**config.mk**
```make
export PLATFORM = sky130hd
export DESIGN_NAME = periodic_timer
export DESIGN_NICKNAME = d
export VERILOG_FILES = /design/src/rtl/periodic_timer_pkg.sv /design/src/rtl/ptmr_prescaler.sv /design/src/rtl/ptmr_channel.sv /design/src/rtl/periodic_timer.sv
export SDC_FILE = /design/constraint.sdc
export NUM_CORES = 1
export LEC_CHECK = 0
export CAP_MARGIN = 0
export CORE_MARGIN = 1.5
export CORE_UTILIZATION = 55
export DETAILED_ROUTE_END_ITERATION = 8
export MAX_ROUTING_LAYER = met4
export PLACE_DENSITY_LB_ADDON = 0.05
export SYNTH_ARGS = -nofsm -noshare
export SYNTH_HDL_FRONTEND = slang
export SYNTH_SLANG_ARGS = --single-unit
```
**constraint.sdc**
```tcl
create_clock -name clk -period 5.6 [get_ports clk]
set_input_delay 0.84 -clock clk [delete_from_list [all_inputs] [get_ports clk]]
set_output_delay 0.84 -clock clk [all_outputs]
set_load 0.01 [all_outputs]
```
**src/rtl/periodic_timer_pkg.sv**
```systemverilog
`timescale 1ns/1ps
package periodic_timer_pkg;
  // register addresses
  localparam int unsigned A_RESTART = 0;
  localparam int unsigned A_CONFIG  = 1;
  localparam int unsigned A_IRQEN   = 2;
  localparam int unsigned A_FLAGS   = 3;
  localparam int unsigned A_PRELOAD = 4;
  localparam int unsigned A_CHLOAD  = 8;
  localparam int unsigned A_CHCOUNT = 12;

  // bit positions
  localparam int unsigned CFG_RUN_BIT = 0;
  localparam int unsigned CFG_FRZ_BIT = 1;
  localparam int unsigned CFG_SEL_LSB = 8;
  localparam int unsigned PRE_FL_LSB  = 8;

  // bus clocks between time-outs for given load values
  function automatic int unsigned timeout_cycles(input int unsigned pre_ld,
                                                 input int unsigned ch_ld);
    return (pre_ld + 1) * (ch_ld + 1);
  endfunction
endpackage

```
**src/rtl/ptmr_prescaler.sv**
```systemverilog
`timescale 1ns/1ps
module ptmr_prescaler #(
  parameter int unsigned PW = 8
) (
  input  logic          clk,
  input  logic          rst_n,
  input  logic          run,
  input  logic          force_ld,
  input  logic [PW-1:0] load,
  output logic          tick
);
  logic [PW-1:0] cnt;

  function automatic logic [PW-1:0] next_val(input logic [PW-1:0] cur,
                                             input logic [PW-1:0] ld);
    return (cur == '0) ? ld : cur - 1'b1;
  endfunction

  // a restart in the same cycle swallows the tick
  assign tick = run && !force_ld && (cnt == '0);

  always_ff @(posedge clk or negedge rst_n) begin
    if (!rst_n)        cnt <= '0;
    else if (force_ld) cnt <= load;
    else if (run)      cnt <= next_val(cnt, load);
  end
endmodule

```
**src/rtl/ptmr_channel.sv**
```systemverilog
`timescale 1ns/1ps
module ptmr_channel #(
  parameter int unsigned CW = 16
) (
  input  logic          clk,
  input  logic          rst_n,
  input  logic          step,
  input  logic          force_ld,
  input  logic [CW-1:0] load,
  output logic [CW-1:0] count,
  output logic          expire
);
  function automatic logic [CW-1:0] next_val(input logic [CW-1:0] cur,
                                             input logic [CW-1:0] ld);
    return (cur == '0) ? ld : cur - 1'b1;
  endfunction

  assign expire = step && !force_ld && (count == '0);

  always_ff @(posedge clk or negedge rst_n) begin
    if (!rst_n)        count <= '0;
    else if (force_ld) count <= load;
    else if (step)     count <= next_val(count, load);
  end
endmodule

```
**src/rtl/periodic_timer.sv**
```systemverilog
`timescale 1ns/1ps
module periodic_timer
  import periodic_timer_pkg::*;
#(
  parameter int unsigned N_CH   = 4,
  parameter int unsigned N_PRE  = 2,
  parameter int unsigned CNT_W  = 16,
  parameter int unsigned PRE_W  = 8,
  parameter int unsigned ADDR_W = 4,
  parameter int unsigned DATA_W = 16
) (
  input  logic              clk,
  input  logic              rst_n,
  input  logic              dbg_halt,
  input  logic              wr_en,
  input  logic [ADDR_W-1:0] addr,
  input  logic [DATA_W-1:0] wdata,
  output logic [DATA_W-1:0] rdata,
  output logic [N_CH-1:0]   trig,
  output logic [N_CH-1:0]   irq
);
  localparam int unsigned SEL_W = (N_PRE > 1) ? $clog2(N_PRE) : 1;

  logic                              cfg_run, cfg_frz;
  logic [N_CH-1:0][SEL_W-1:0]        cfg_sel;
  logic [N_CH-1:0]                   irq_en, flag_q;
  logic [N_CH-1:0]                   ch_force, ch_step, ch_expire;
  logic [N_PRE-1:0]                  pre_force, pre_tick;
  logic [N_PRE-1:0][PRE_W-1:0]       pre_load;
  logic [N_CH-1:0][CNT_W-1:0]        ch_load, ch_cnt;
  logic                              run_en;
  logic                              wr_restart, wr_config, wr_irqen, wr_flags;
  logic [N_CH-1:0]                   clr_mask;

  assign wr_restart = wr_en && (addr == ADDR_W'(A_RESTART));
  assign wr_config  = wr_en && (addr == ADDR_W'(A_CONFIG));
  assign wr_irqen   = wr_en && (addr == ADDR_W'(A_IRQEN));
  assign wr_flags   = wr_en && (addr == ADDR_W'(A_FLAGS));
  assign clr_mask   = wr_flags ? wdata[N_CH-1:0] : '0;

  assign run_en = cfg_run && !(cfg_frz && dbg_halt);

  generate
    for (genvar m = 0; m < N_PRE; m++) begin : g_pre
      assign pre_force[m] = wr_restart && wdata[PRE_FL_LSB + m];
      ptmr_prescaler #(.PW(PRE_W)) u_pre (
        .clk(clk), .rst_n(rst_n), .run(run_en), .force_ld(pre_force[m]),
        .load(pre_load[m]), .tick(pre_tick[m])
      );
    end
    for (genvar i = 0; i < N_CH; i++) begin : g_ch
      assign ch_force[i] = wr_restart && wdata[i];
      assign ch_step[i]  = pre_tick[cfg_sel[i]];
      ptmr_channel #(.CW(CNT_W)) u_ch (
        .clk(clk), .rst_n(rst_n), .step(ch_step[i]), .force_ld(ch_force[i]),
        .load(ch_load[i]), .count(ch_cnt[i]), .expire(ch_expire[i])
      );
    end
  endgenerate

  // control and load registers
  always_ff @(posedge clk or negedge rst_n) begin
    if (!rst_n) begin
      cfg_run  <= 1'b0;
      cfg_frz  <= 1'b0;
      cfg_sel  <= '0;
      irq_en   <= '0;
      pre_load <= '0;
      ch_load  <= '0;
    end else begin
      if (wr_config) begin
        cfg_run <= wdata[CFG_RUN_BIT];
        cfg_frz <= wdata[CFG_FRZ_BIT];
        for (int i = 0; i < N_CH; i++)
          cfg_sel[i] <= wdata[CFG_SEL_LSB + i*SEL_W +: SEL_W];
      end
      if (wr_irqen) irq_en <= wdata[N_CH-1:0];
      for (int m = 0; m < N_PRE; m++)
        if (wr_en && addr == ADDR_W'(A_PRELOAD + m)) pre_load[m] <= wdata[PRE_W-1:0];
      for (int i = 0; i < N_CH; i++)
        if (wr_en && addr == ADDR_W'(A_CHLOAD + i)) ch_load[i] <= wdata[CNT_W-1:0];
    end
  end

  // sticky flags: a set from a time-out wins over a clear
  always_ff @(posedge clk or negedge rst_n) begin
    if (!rst_n) begin
      flag_q <= '0;
      trig   <= '0;
    end else begin
      flag_q <= (flag_q & ~clr_mask) | ch_expire;
      trig   <= ch_expire;
    end
  end

  assign irq = flag_q & irq_en;

  always_comb begin
    rdata = '0;
    if (addr == ADDR_W'(A_CONFIG)) begin
      rdata[CFG_RUN_BIT] = cfg_run;
      rdata[CFG_FRZ_BIT] = cfg_frz;
      for (int i = 0; i < N_CH; i++)
        rdata[CFG_SEL_LSB + i*SEL_W +: SEL_W] = cfg_sel[i];
    end
    if (addr == ADDR_W'(A_IRQEN)) rdata[N_CH-1:0] = irq_en;
    if (addr == ADDR_W'(A_FLAGS)) rdata[N_CH-1:0] = flag_q;
    for (int m = 0; m < N_PRE; m++)
      if (addr == ADDR_W'(A_PRELOAD + m)) rdata = DATA_W'(pre_load[m]);
    for (int i = 0; i < N_CH; i++) begin
      if (addr == ADDR_W'(A_CHLOAD + i))  rdata = DATA_W'(ch_load[i]);
      if (addr == ADDR_W'(A_CHCOUNT + i)) rdata = DATA_W'(ch_cnt[i]);
    end
  end
endmodule

```
==> results.cfg <==
[clock_tree]
cts_tree = built
clkTransAtPathRegs_ns = 0.07
cts_resized = 0
postCtsSetupRepairBufs = 0
cts_buffer_depth = 2
clockRootBuffer = clkbuf_16
cts_hold_buf = 0
cts_sinks = 178
h-tree-depth = 4
numCtsBuffers = 17
clock_latency_ns = 0.45

[setup_path]
cp_slowest_cell = a2111oi_0
startpoint_type = primary input
cpLargestDelayFamily = compound AO/OA/AOI/OAI gates
cp.required_ns = 4.76
crit_path_frequent_cell = clkdlybuf4s50_1
crit_buf_inv = 2
cpPeakStageDelay_ns = 0.73
crit_path_end_kind = output pin
critPathKind = primary input to output pin
cp_cell_sequence = clkdlybuf4s50_1, nand2_1, o32a_1, a211oi_1, o221ai_1, a2111oi_0, clkdlybuf4s50_1
worstPathArrival_ns = 3.90
cp_max_fo = 10

[pwr]
power_density_nw_per_um2 = 391
switching_share_pct = 38.7
p_leak_uw = 0.00489
pwr-share-seq_pct = 45.0
ir_drop_mv = 0.242
internal-power_uw = 2800
p_sw_uw = 1770
p_comb_share_pct = 29.1
clkPwrFrac_pct = 25.9

[logic_synthesis]
synth_top_area_cell = dfrtp_1
post-synth-top-area-fraction_pct = 42.7
synthCells = 1171
synthFlopType = dfrtp_1
syn_area_um2 = 10400
ys_warn_count = 0
syn_area_per_cell_um2 = 8.91
ys_ff_latch = 178
yosys-top-cells-area = dfrtp_1 43%, mux2_2 9.3%, a21oi_1 5.4%
yosysUniqueCellTypes = 72
synth_edf_count = 0
yosysSeqAreaShare_pct = 42.7
async_flop_share_pct = 100
synthesis.nets = 1207

[global_route]
overflow = 0
antenna_found_initial = 0
grt_pass1_wl_um = 55900
grtUsageTotal_pct = 39.2
grt_max_degree = 86
grt_pass1_vias = 9135

[sta]
finalHoldViolCount = 0
fmax_ghz = 0.211
slew_violations = 0
fin_crit_ns = 4.74
rsz0062_at_grt = no
skew_ns = 0.0289
worst_pin_slew_ns = 1.07
fin_crit_sh_pct = 84.7
slew_headroom_pct = 28.2
holdWs_ns = 0.409
setup_viol = 0
fin_tns_setup_ns = 0

[place]
dp.cells = 1413
io_buffers = 47
gp_congestion = 0.999
dp_hpwl_um = 26700

[detailed_routing]
wire_per_inst_um = 25.4
drc = 0
ant_nets = 0
viasPerCell = 6.84
routed-via-count = 9874
drt-initial-drc-count = 1137
totalWireLength_um = 36700
drt_pass1_iterations = 6

[status]
status = complete, no violations

[finish]
final_core_util_pct = 62.8
areaGrowthSynthToFinish_pct = 12.2
final_cells = 1444
diodes = 0
layout.nets = 1234
layout-drive-gt1-share_pct = 13.3

[floorplanning]
fp.dieW_um = 141
die_area_um2 = 19800
ios = 48
start_util_pct = 56.0
row_count = 50
die_y_um = 141
core_um2 = 18600

[min_path]
hp-class = primary input to asynchronous set/reset pin

[run]
max_cap_viol_count = 0
## metal layers
metal / wire length (um) / share of wire, % / GRT usage [%]
met2: 16300 / 44 / 57.5
met5: 0 / 0 / -
met4: 1320 / 3.6 / 14.5
met3: 3200 / 8.7 / 7.00
met1: 15900 / 43 / 54.5
## registers in the layout, summed over array words and instances, names as in the netlist
signal and count:
ch_load 64, flag_q 4, g_pre.u_pre.cnt 16, cfg_run 1
g_ch.u_ch.count 64, pre_load 16, irq_en 4, trig 4
cfg_sel 4, cfg_frz 1
## synthesized netlist by cell type, types with 15 or more instances
library cell    n
nand3_1        29
nor2b_1        15
nand2b_1       19
mux2_2         86
inv_1          34
dfrtp_1       178
a21oi_1       112
o22ai_1        21
o21ai_0       109
nor3_1         47
nand2_1        75
nor4_1         19
clkbuf_1       51
and3_1         15
nor2_1        127
a22oi_1        24
## cells by family (layout without fill, tap and decap cells)
kind of cell	Yosys count	in the layout	share of synthesized area, %
and+or+nand+nor	399	399	18.8
AOI/OAI and AO/OA	390	390	23.4
DFF	178	178	42.7
buffers and inverters	98	137	3.57
muxes	94	94	10.2
adders and majority gates	12	12	1.44
## layout make-up
cell class | count | area [um2]
Clock inverter | 13 | 125
Sequential cell | 178 | 4450
Tap cell | 234 | 293
Fill cell | 1625 | 6930
Clock buffer | 18 | 439
Inverter | 35 | 131
Timing Repair Buffer | 71 | 657
Multi-Input combinational cell | 895 | 5620
## path summary, 6_finish.rpt
kind / to / from / cells after the start / slack, ns
worst max register to register: flag_q[3] / g_pre[1].u_pre.cnt[2] / 6 / 2.34
worst min-delay path: trig[1] / rst_n / 1 / 0.41
min in group clk: ch_load[34] / ch_load[34] / 2 / 0.51
worst max-delay path: rdata[2] / addr[1] / 7 / 0.86
worst min register to register: ch_load[34] / ch_load[34] / 2 / 0.51
max in group asynchronous: ch_load[39] / rst_n / 2 / 3.97
## power groups by stage
| stage | Clock (uW) | Sequential, uW | Combinational, uW |
|---|---|---|---|
| 2_1_floorplan | 0 | 1860 | 954 |
| 3_3_place_gp | 0 | 2060 | 1270 |
| 3_5_place_dp | 0 | 2060 | 1310 |
| 4_1_cts | 1190 | 2040 | 1320 |
| 5_1_grt | 1240 | 2090 | 1480 |
| 6_report | 1190 | 2060 | 1330 |
## placed cells by master, fill, tap and decap left out, types with 29 or more instances in the layout
cell             synthesis  layout
nand2_1                 75      75
nor3_1                  47      46
o21ai_0                109     109
mux2_2                  86      86
a21oi_1                112     112
nor2_1                 127     127
inv_1                   34      34
dfrtp_1                178     178
clkdlybuf4s50_1          0      44
nand3_1                 29      29
## metrics by stage
| step | setup WS [ns] | power, uW | cell area (um2) |
|---|---|---|---|
| floorplan | 2.20 | 2810 | 10400 |
| global placement | 0.973 | 3330 | 11200 |
| detailed placement | 0.936 | 3370 | 11200 |
| CTS | 0.940 | 4540 | 11700 |
| global route | 0.747 | 4810 | 11700 |
| finish | 0.859 | 4580 | 11700 |
(Power assumes the default switching activity.)
